File: config.mk
export PLATFORM = sky130hd
export DESIGN_NAME = addr_guard
export DESIGN_NICKNAME = d
export VERILOG_FILES = /design/src/rtl/addr_guard_pkg.sv /design/src/rtl/ag_region_decode.sv /design/src/rtl/ag_exc_pulse.sv /design/src/rtl/ag_fault_capture.sv /design/src/rtl/addr_guard.sv
export SDC_FILE = /design/constraint.sdc
export NUM_CORES = 1
export LEC_CHECK = 0
export ABC_AREA = 0
export BUFFER_PORTS_ARGS = -buffer_cell sky130_fd_sc_hd__buf_2
export CAP_MARGIN = 20
export CELL_PAD_IN_SITES_DETAIL_PLACEMENT = 0
export CELL_PAD_IN_SITES_GLOBAL_PLACEMENT = 1
export CORE_ASPECT_RATIO = 1.2
export CORE_UTILIZATION = 34
export DETAILED_ROUTE_END_ITERATION = 12
export PLACE_DENSITY = 0.84
export SLEW_MARGIN = 20
export SYNTH_ARGS = -nofsm -noshare
export SYNTH_HDL_FRONTEND = slang
export SYNTH_SLANG_ARGS = --single-unit
File: constraint.sdc
create_clock -name clk -period 1.45 [get_ports clk]
set_input_delay 0 -clock clk [delete_from_list [all_inputs] [get_ports clk]]
set_output_delay 0 -clock clk [all_outputs]
set_load 0.005 [all_outputs]
File: src/rtl/addr_guard_pkg.sv
package addr_guard_pkg;

  typedef enum logic [2:0] {
    RG_BOOT,
    RG_SYS,
    RG_RAM,
    RG_IO,
    RG_EXT,
    RG_HOLE
  } region_e;

  localparam logic [1:0] CZ_NONE    = 2'b00;
  localparam logic [1:0] CZ_ILLEGAL = 2'b01;
  localparam logic [1:0] CZ_WPROT   = 2'b10;

  // Map selector from the top nibble of the address.
  function automatic region_e region_of(input logic [3:0] top);
    case (top)
      4'h0:                      return RG_BOOT;
      4'h1:                      return RG_SYS;
      4'h2:                      return RG_RAM;
      4'h3:                      return RG_IO;
      4'h4, 4'h5, 4'h6, 4'h7:    return RG_EXT;
      default:                   return RG_HOLE;
    endcase
  endfunction

  // True when offset lies below 2**lg2.
  function automatic logic below_limit(input logic [63:0] ofs, input logic [6:0] lg2);
    return ofs < (64'd1 << lg2);
  endfunction

endpackage

File: src/rtl/ag_region_decode.sv
module ag_region_decode
  import addr_guard_pkg::*;
#(
  parameter int ADDR_W       = 32,
  parameter int SIZE_W       = 3,
  parameter int RAM_UNIT_LG2 = 18,
  parameter int IO_UNIT_LG2  = 12
) (
  input  logic [ADDR_W-1:0] addr,
  input  logic [SIZE_W-1:0] ram_size,
  input  logic [SIZE_W-1:0] io_size,
  output region_e           region,
  output logic              illegal
);
  localparam int OFS_W = ADDR_W - 4;

  logic [63:0] ofs;
  logic [6:0]  ram_lg2;
  logic [6:0]  io_lg2;

  assign ofs     = 64'(addr[OFS_W-1:0]);
  assign ram_lg2 = 7'(RAM_UNIT_LG2) + 7'(ram_size);
  assign io_lg2  = 7'(IO_UNIT_LG2) + 7'(io_size);
  assign region  = region_of(addr[ADDR_W-1:OFS_W]);

  always_comb begin
    case (region)
      RG_RAM:  illegal = !below_limit(ofs, ram_lg2);
      RG_IO:   illegal = !below_limit(ofs, io_lg2);
      RG_HOLE: illegal = 1'b1;
      default: illegal = 1'b0;
    endcase
  end
endmodule

File: src/rtl/ag_exc_pulse.sv
module ag_exc_pulse (
  input  logic clk,
  input  logic rst_n,
  input  logic fire,
  input  logic fire_irq,
  output logic exc,
  output logic irq
);
  always_ff @(posedge clk or negedge rst_n) begin
    if (!rst_n) begin
      exc <= 1'b0;
      irq <= 1'b0;
    end else begin
      exc <= fire;
      irq <= fire_irq;
    end
  end
endmodule

File: src/rtl/ag_fault_capture.sv
module ag_fault_capture
  import addr_guard_pkg::*;
#(
  parameter int ADDR_W = 32
) (
  input  logic              clk,
  input  logic              rst_n,
  input  logic              fault,
  input  logic [1:0]        cause_in,
  input  logic              latch_addr,
  input  logic [ADDR_W-1:0] addr,
  input  logic              sw_clr,
  output logic [1:0]        cause,
  output logic [ADDR_W-1:0] fail_addr
);
  logic take;
  assign take = fault && ((cause == CZ_NONE) || sw_clr);

  always_ff @(posedge clk or negedge rst_n) begin
    if (!rst_n) begin
      cause     <= CZ_NONE;
      fail_addr <= '0;
    end else begin
      if (take)        cause <= cause_in;
      else if (sw_clr) cause <= CZ_NONE;
      if (take && latch_addr) fail_addr <= addr;
    end
  end
endmodule

File: src/rtl/addr_guard.sv
module addr_guard
  import addr_guard_pkg::*;
#(
  parameter int ADDR_W       = 32,
  parameter int SIZE_W       = 3,
  parameter int RAM_UNIT_LG2 = 18,
  parameter int IO_UNIT_LG2  = 12
) (
  input  logic              clk,
  input  logic              rst_n,
  input  logic              acc_valid,
  input  logic [ADDR_W-1:0] acc_addr,
  input  logic              acc_dma,
  input  logic              acc_ifetch,
  input  logic              wp_hit,
  input  logic [SIZE_W-1:0] ram_size,
  input  logic [SIZE_W-1:0] io_size,
  input  logic              sw_clr,
  output logic              mem_exc,
  output logic              dma_err_irq,
  output logic [1:0]        fault_cause,
  output logic [ADDR_W-1:0] fail_addr
);
  region_e    region;
  logic       illegal;
  logic       data_acc;
  logic       wp_eff;
  logic       fault_now;
  logic       dma_fault_now;
  logic [1:0] cause_now;

  ag_region_decode #(
    .ADDR_W(ADDR_W), .SIZE_W(SIZE_W),
    .RAM_UNIT_LG2(RAM_UNIT_LG2), .IO_UNIT_LG2(IO_UNIT_LG2)
  ) u_dec (
    .addr(acc_addr), .ram_size(ram_size), .io_size(io_size),
    .region(region), .illegal(illegal)
  );

  assign data_acc      = acc_dma || !acc_ifetch;
  assign wp_eff        = wp_hit && data_acc;
  assign fault_now     = acc_valid && (illegal || wp_eff);
  assign dma_fault_now = acc_valid && acc_dma && illegal;
  assign cause_now     = illegal ? CZ_ILLEGAL : CZ_WPROT;

  ag_exc_pulse u_pulse (
    .clk(clk), .rst_n(rst_n),
    .fire(fault_now), .fire_irq(dma_fault_now),
    .exc(mem_exc), .irq(dma_err_irq)
  );

  ag_fault_capture #(.ADDR_W(ADDR_W)) u_cap (
    .clk(clk), .rst_n(rst_n),
    .fault(fault_now), .cause_in(cause_now), .latch_addr(data_acc),
    .addr(acc_addr), .sw_clr(sw_clr),
    .cause(fault_cause), .fail_addr(fail_addr)
  );
endmodule

==> results.py <==
metrics = {
    "run_status": {
        "status": "finished, violations left",
        "violations": "setup timing",
    },
    "sta": {
        "final_max_slew_viol_count": 0,
        "min_period_over_period_pct": 156,
        "maxClockFrequency_ghz": 0.443,
        "fin_ws_ns": -0.809,
        "timing.hold.ws_ns": 0.0192,
        "finalSetupViolations": 36,
        "hold_viol_final": 0,
        "finalCriticalPeriod_ns": 2.26,
        "rsz0062_at_grt": "true",
        "skew_ns": 0.00268,
    },
    "floorplan": {
        "core_area_um2": 6010,
        "fp.dieH_um": 88.1,
        "io_pins": 81,
        "fp-row-count": 31,
        "dieArea_um2": 6490,
        "fp.dieW_um": 73.7,
        "start_util_pct": 34.9,
    },
    "power": {
        "power_density_nw_per_um2": 1010,
        "leakage_nw": 1.66,
        "total_power_mw": 3.43,
        "vdd_ir_drop_max_v": 0.000396,
    },
    "yosys": {
        "synth_most_common_cell": "dfrtp_1",
        "ys_warn_count": 0,
        "synth_nets": 228,
        "synth_edf_count": 0,
        "yosysSeqAreaShare_pct": 42.9,
        "synth_area_um2": 2100,
        "synth_top_area_cell": "dfrtp_1",
        "ys_ff_latch": 36,
        "netlist.area_leader.share_pct": 42.9,
        "synthTopCellsByArea": "dfrtp_1 (43%), mux2_4 (21%), ha_1 (11%)",
        "synth_async_sr_flop_share_pct": 100,
        "synth_top_flop_cell": "dfrtp_1",
        "ys_types": 32,
        "ys_top_cells_by_count": "dfrtp_1 (36), mux2_4 (30), ha_1 (18)",
        "syn_area_per_cell_um2": 12.7,
        "synthCells": 165,
    },
    "placement": {
        "dp.cells": 355,
        "io_buffers": 80,
        "gp_congestion": 0.870,
        "dpl.hpwl_um": 3890,
    },
    "routing": {
        "dr_total_vias": 1833,
        "drc": 0,
        "wl_um": 5430,
        "drtIter0Drc": 68,
        "dr.pass1.iters": 4,
        "drt-vias-per-instance": 4.70,
        "wire_per_inst_um": 13.9,
        "postRouteAntennaNets": 0,
    },
    "critical_path": {
        "cp_slowest_stage_delay_ns": 0.33,
        "crit_arrival_ns": 2.43,
        "rrSetupSlack_ns": -0.10,
        "setup.worst_path.end_class": "register",
        "startpoint_type": "primary input",
        "critical_path_class": "in -> reg",
        "critPathSlowestCell": "or3_4",
        "path_common_cell": "ha_4",
        "path_max_fanout": 5,
        "crit_required_ns": 1.62,
        "crit_chain": "buf_8, ha_4, nand2b_4, or3_4, ha_4, nand4_1, a21oi_2, a2111oi_4, o211ai_1, o311ai_4, buf_6, clkbuf_16, mux2_4",
    },
    "clocking": {
        "cts_sinks": 36,
        "cts_root_buf": "clkbuf_8",
        "cts_tree": "yes",
        "clock_latency_ns": 0.29,
        "h-tree-depth": 2,
        "clk_pin_slew_ns": 0.07,
        "cts_buffer_depth": 2,
        "cts_made_buffers": 5,
    },
    "global_route": {
        "grt_max_degree": 37,
        "grt_pass1_wl_um": 8880,
        "grt-ovfl-total": 0,
        "use_met1_pct": 22.1,
        "grt_use_met2_pct": 31.3,
        "gr-usage-met3_pct": 3.11,
        "first_global_vias": 1904,
        "antenna_found_initial": 0,
        "grt_use_total_pct": 18.0,
        "busiest_layer": "met2",
    },
    "layout": {
        "stdcell_count": 390,
        "antenna_cells": 0,
        "areaGrowthSynthToFinish_pct": 61.8,
        "drive_gt1_share_pct": 58.1,
        "nNetsFinal": 370,
    },
    "hold_path": {
        "hp-class": "in -> reg",
    },
    "job": {
        "max_cap_viol_count": 0,
    },
}
power by group:
part / total, mW / internal [mW] / switching [mW]
clock: 0.975 / 0.607 / 0.368
sequential: 1.34 / 1.21 / 0.128
combinational: 1.11 / 0.709 / 0.403
total: 3.43 / 2.53 / 0.899
cells by family after synthesis:
kind of cell             count (synthesis)  synth area share (%)
AND/OR/NAND/NOR                         51                  14.2
flip-flops                              36                  42.9
multiplexers                            32                  22.5
AO/OA/AOI/OAI                           22                  7.45
adder cells (fa/ha/maj)                 18                  10.7
buffers and inverters                    5                  1.97
other                                    1                 0.179
flip-flops by register name, summed over array words and instances (netlist names):
| name | cells |
|---|---|
| u_cap.cause | 2 |
| u_pulse.exc | 1 |
| u_cap.fail_addr | 32 |
| u_pulse.irq | 1 |
placed cells by master, fill, tap and decap left out, types with 2 or more instances in the layout:
cell and count:
ha_1 14, o21ai_1 3, buf_2 78, a21oi_1 5, or3b_2 2, nand3b_1 3, o21ai_0 3, buf_6 4
mux2_2 2, dfrtp_1 36, nand2b_1 2, inv_1 2, nand3_1 5, buf_12 2, dlygate4sd3_1 22, buf_4 29
nand2_1 8, nand4_1 5, mux2_4 30, ha_4 4, nor2_1 5, nor2_2 2, and2b_2 2, a21oi_2 2
nor2b_1 2, nor4_1 5, clkbuf_8 7
what timing repair did:
action	in CTS	in global routing
gates cloned	1	1
resized for setup	14	12
setup buffers	3	0
endpoints found under the hold margin	56	0
hold buffers	22	0
endpoints found under the setup margin	36	36
pin swaps	0	8
final timing paths:
kind / start / end / cells after the start
setup / recovery: ram_size[1] / u_cap.fail_addr[25]$_DFFE_PN0P_ / 13
hold / removal: wp_hit / u_pulse.exc$_DFF_PN0_ / 3
setup reg to reg: u_cap.cause[1]$_DFFE_PN0P_ / u_cap.fail_addr[25]$_DFFE_PN0P_ / 6
hold reg to reg: u_cap.fail_addr[29]$_DFFE_PN0P_ / u_cap.fail_addr[29]$_DFFE_PN0P_ / 1
max in group asynchronous: rst_n / u_cap.fail_addr[3]$_DFFE_PN0P_ / 3
min in group asynchronous: rst_n / u_cap.fail_addr[29]$_DFFE_PN0P_ / 3
critical path, delay by kind of cell:
| family | cells | cell delay (ns) |
|---|---|---|
| AO/OA/AOI/OAI | 4 | 0.66 |
| adder cells (fa/ha/maj) | 2 | 0.57 |
| AND/OR/NAND/NOR | 3 | 0.48 |
| buffers and inverters | 3 | 0.42 |
| multiplexers | 1 | 0.29 |
final cells by class:
cell class	count	area, um^2
well taps	82	103
clock inverters	1	30.0
clock buffers	7	96.3
fillers	516	2620
multi-input cells	124	1280
flip-flops and latches	36	901
inverters	2	7.51
repair buffers	138	981
layer usage:
| metal | vias to the layer above | wire [um] | part of all wire, % |
|---|---|---|---|
| li1 | 897 | - | - |
| met1 | 876 | 2400 | 44 |
| met2 | 49 | 2770 | 51 |
| met3 | 11 | 147 | 2.7 |
| met4 | 0 | 111 | 2.0 |
| met5 | - | 0 | 0 |
metrics by stage:
stage	cell area [um^2]	utilization, %	worst slack [ns]	setup TNS, ns
floorplan	2120	-	-0.819	-27.60
global placement	2850	47.3	-1.06	-36.07
detailed placement	2850	47.3	-1.15	-38.65
CTS	3310	55.0	-0.813	-27.15
global route	3400	56.5	-1.01	-33.01
finish	3400	56.5	-0.809	-26.92
No activity file was read; power rests on OpenSTA's default activity.
